$ cat src/rtl/bssid_mask_filter.sv
module bssid_mask_filter #(
  parameter int ADDR_BITS = 48,
  parameter int WORD_BITS = 32
) (
  input  logic                 clk,
  input  logic                 rst_n,
  input  logic                 reg_we,
  input  logic [1:0]           reg_addr,
  input  logic [WORD_BITS-1:0] reg_wdata,
  input  logic                 frm_valid,
  input  logic [ADDR_BITS-1:0] frm_bssid,
  output logic                 frm_done,
  output logic                 frm_accept,
  input  logic                 acc_clear,
  input  logic                 acc_add,
  input  logic [ADDR_BITS-1:0] acc_bssid,
  output logic [ADDR_BITS-1:0] acc_mask
);
  localparam int HI_BITS = ADDR_BITS - WORD_BITS;

  logic [ADDR_BITS-1:0] own_q, mask_q, acc_q;
  logic done_q, accept_q;
  logic hit;

  assign hit = (frm_bssid & mask_q) == (mask_q & own_q);

  always_ff @(posedge clk) begin
    if (!rst_n) begin
      own_q  <= '0;
      mask_q <= '1;
    end else if (reg_we) begin
      case (reg_addr)
        2'd0: own_q[WORD_BITS-1:0]          <= reg_wdata;
        2'd1: own_q[ADDR_BITS-1:WORD_BITS]  <= reg_wdata[HI_BITS-1:0];
        2'd2: mask_q[WORD_BITS-1:0]         <= reg_wdata;
        default: mask_q[ADDR_BITS-1:WORD_BITS] <= reg_wdata[HI_BITS-1:0];
      endcase
    end
  end

  always_ff @(posedge clk) begin
    if (!rst_n) begin
      done_q   <= 1'b0;
      accept_q <= 1'b0;
    end else begin
      done_q   <= frm_valid;
      accept_q <= frm_valid && hit;
    end
  end

  always_ff @(posedge clk) begin
    if (!rst_n || acc_clear) acc_q <= '1;
    else if (acc_add)        acc_q <= acc_q & ~(own_q ^ acc_bssid);
  end

  assign frm_done   = done_q;
  assign frm_accept = accept_q;
  assign acc_mask   = acc_q;
endmodule

$ cat config.mk
export PLATFORM = sky130hd
export DESIGN_NAME = bssid_mask_filter
export DESIGN_NICKNAME = d
export VERILOG_FILES = /design/src/rtl/bssid_mask_filter.sv
export SDC_FILE = /design/constraint.sdc
export NUM_CORES = 1
export LEC_CHECK = 0
export ABC_AREA = 0
export BUFFER_PORTS_ARGS = -buffer_cell sky130_fd_sc_hd__buf_2
export CAP_MARGIN = 5
export CORE_AREA = 8 8 115 117
export CTS_CLUSTER_SIZE = 20
export DETAILED_ROUTE_END_ITERATION = 8
export DIE_AREA = 0 0 123 125
export PLACE_DENSITY = 0.83
export SETUP_SLACK_MARGIN = 0.1
export SLEW_MARGIN = 5
export SYNTH_ARGS = -nofsm -noshare
export SYNTH_HDL_FRONTEND = slang
export SYNTH_SLANG_ARGS = --single-unit
$ cat constraint.sdc
create_clock -name clk -period 3.3 [get_ports clk]
set_input_delay 0.165 -clock clk [delete_from_list [all_inputs] [get_ports clk]]
set_output_delay 0.165 -clock clk [all_outputs]
set_load 0.05 [all_outputs]
==> results.txt <==
----------------------------------------------------
[Cells and area]
  Total inserted antenna cells ... 0
  Net count reported at finish ... 1025
  Ratio of cells with drive above 1 in the final layout ... 0.252
  Commonest non-fill, non-tap cell in the layout ... nand2_1
  Relative area change from synthesis to final layout ... 28.4%
  Non-Filler Instances ... 1049
  Leading cell types in the layout, fill and taps excluded ... 242 x nand2_1, 185 x buf_2, 146 x dfxtp_1

[Route]
  Remaining DRCs ... 0
  Number of antenna-violating nets in the routed design ... 0
  Total Wirelength ... 17800 um
  Starting DRC count in detailed routing ... 315
  Overall via count from detail_route ... 5471
  Total iterations of the first detailed-routing run ... 5
  Wire per inst ... 17.0 um
  Vias per cell ... 5.22

[Global routing]
  Initial antenna violation count ... 0
  Wire length of the first global-routing pass ... 28000 um
  Global Route Usage Sum ... 0.235
  Maximum number of pins on one net before global-route repair ... 49
  Global route overflow ... 0
  Vias in the first global route ... 5648

[Logic synthesis]
  Number of library cell types mapped by synthesis ... 26
  Combined area of all synthesized cells ... 0.00613 mm2
  Fraction of the mapped netlist area in compound gates ... 0.152
  Post-synth top area cell ... dfxtp_1
  Share of synthesized flip-flops with an asynchronous set or reset ... 0
  Share of synthesized area spent on multiplexers ... 0
  Adder-cell area share of the yosys netlist ... 0
  Top FF cell, synth ... dfxtp_1
  Largest cells by area after synthesis ... dfxtp_1 48%, nand2_1 15%, xor2_1 14%
  Synth warnings ... 0
  Synth Area in Simple Gates ... 0.205
  Synthesized-area fraction occupied by xor and xnor cells ... 0.137
  Fraction of post-synthesis cell area in the top cell type by area ... 0.477
  Largest family of logic cells by synthesized area ... simple AND/OR/NAND/NOR gates
  Fraction of the yosys area taken by sequential cells ... 0.477
  Number of synthesized register bits ... 146
  Post-synth EDFFs ... 0
  Synthesized net count ... 844
  Mapped Avg Cell Area ... 8.65 um2
  Number of standard cells after synthesis ... 708

[STA]
  Unrepaired setup endpoints after global routing ... false
  Shortest period the worst path allows ... 1570 ps
  Ratio of final minimum period to clock period ... 0.477
  Total setup violations reported at the end of the flow ... 0
  Final number of hold-violating endpoints ... 0
  Highest clock frequency the design can meet ... 0.635 GHz
  Worst slew pin tran ... 1240 ps
  Relative slew slack ... 0.174
  Final Slew Violations ... 0
  Setup TNS after final layout ... 0 ps
  Clock skew ... 6.83 ps

[Floorplanning]
  Die area ... 0.0154 mm2
  Top-Level Pins ... 186
  Die Y ... 125 um
  X dimension of the die ... 123 um
  Standard-cell row count ... 40
  Floorplan Core Area ... 0.0116 mm2
  Initial Utilization ... 0.528

[CTS]
  Buffers inserted by post-CTS timing repair ... 0
  Buffers from clock root to sink, at most ... 2
  Number of buffers created by CTS ... 17
  Number of levels the H-tree was split into ... 4
  Worst-skew pair later-pin latency ... 420 ps
  TritonCTS clock tree ... yes
  Clock net sink count ... 146
  Clock slew at the register clock pins of the worst setup and hold paths ... 60 ps
  Root Buffer Master ... clkbuf_16

[Worst setup path]
  Delay of the slowest cell on the worst path ... 330 ps
  Worst path top cell family by delay ... compound AO/OA/AOI/OAI gates
  Number of cell instances on the worst register-to-register path ... 5
  Cell-by-cell listing of the critical path ... xor2_1 -> a22o_1 -> a221oi_1 -> nand4_1 -> nor4_2
  Levels on crit path ... 5
  Worst EP required ... 3630 ps
  Worst Path Class, Setup ... reg -> reg
  Peak fanout along the critical path ... 3
  CP max stage cell ... dfxtp_1
  Element type at the critical path end ... flip-flop
  CP Launch Type ... flip-flop
  Number of buffers and inverters on the critical path ... 0
  Crit path arrival time ... 1900 ps

[Placed design]
  Buffers added on ports ... 185
  Dpl hpwl ... 12700 um
  Inst Count DP ... 1002
  RePlAce Congestion ... 0.800

[Pwr]
  Power after layout ... 4390 uW
  Power density of the placed cells ... 558 mW/mm2
  Peak ir drop on the vdd network ... 495 uV
  Leak Pwr ... 0.00372 uW

[Job]
  Max-cap violations ... 0

[Worst hold path]
  Kind of path behind the tightest hold check ... in -> reg
  Count of cells along the worst hold path ... 3

[Outcome]
  Run status ... finished, final reports clean

----------------------------------------------------
## cells by family (layout without fill, tap and decap cells)
group | count (synthesis) | after routing
AO/OA/AOI/OAI | 119 | 119
XOR/XNOR | 96 | 96
buffers and inverters | 42 | 236
flip-flops | 146 | 146
AND/OR/NAND/NOR | 305 | 305
## metrics by stage
step           area [um2]  utilization  setup slack [ps]  hold WS [ps]
6_report             7870        0.678              1730          9.03
5_1_grt              7870        0.678              1650          5.93
4_1_cts              7870        0.678              1710          3.32
3_5_place_dp         7100        0.612              1450           398
3_3_place_gp         7100        0.612              1440           392
2_1_floorplan        6130            -              1980           289
## worst paths after layout
| kind | from | end | slack (ps) |
|---|---|---|---|
| worst max-delay path | own_q[25] | frm_accept | 1730 |
| worst min-delay path | reg_wdata[28] | mask_q[28] | 9 |
| worst max register to register | own_q[25] | frm_accept | 1730 |
| worst min register to register | acc_mask[0] | acc_mask[0] | 440 |
## synthesized netlist by cell type, drive strengths merged, types with 4 or more instances
| cell | instances |
|---|---|
| nand2 | 242 |
| a21o | 48 |
| a22oi | 4 |
| clkbuf | 31 |
| dfxtp | 146 |
| a21boi | 48 |
| buf | 11 |
| nand4 | 4 |
| a221oi | 9 |
| a22o | 9 |
| xor2 | 96 |
| nand3 | 49 |
## worst min-delay path, stage by stage
cell     delay [ps]
buf_2            90
nand2_1          50
nand3_1          80
## layout make-up
cell class                      instances  area (um2)
Sequential cell                       146        2920
Fill cell                             975        3740
Clock buffer                           22         484
Clock inverter                         10         130
Tap cell                              147         184
Multi-Input combinational cell        520        3040
Timing Repair Buffer                  204        1110
## power by group
part | switching (uW) | leakage (uW) | total [uW] | internal (uW)
combinational | 318 | 0.00222 | 525 | 207
clock | 712 | 0.000302 | 1970 | 1260
sequential | 50.8 | 0.00119 | 1890 | 1840
## sequential cells by signal (all words and copies together) (netlist names)
register and flops:
mask_q 48, acc_mask 48, own_q 48, frm_accept 1
frm_done 1
## metal layers
| metal | global-route usage | up-vias | routed length (um) |
|---|---|---|---|
| met5 | 0 | - | 0 |
| met4 | 0.101 | 0 | 494 |
| met3 | 0.0671 | 35 | 1390 |
| met2 | 0.399 | 204 | 8940 |
| met1 | 0.267 | 2540 | 6980 |
| li1 | - | 2692 | - |
## repair_timing
item,in CTS,in global routing
hold buffers,15,0
endpoints found under the hold margin,19,0
resized for setup,0,0
(Power assumes the default switching activity.)
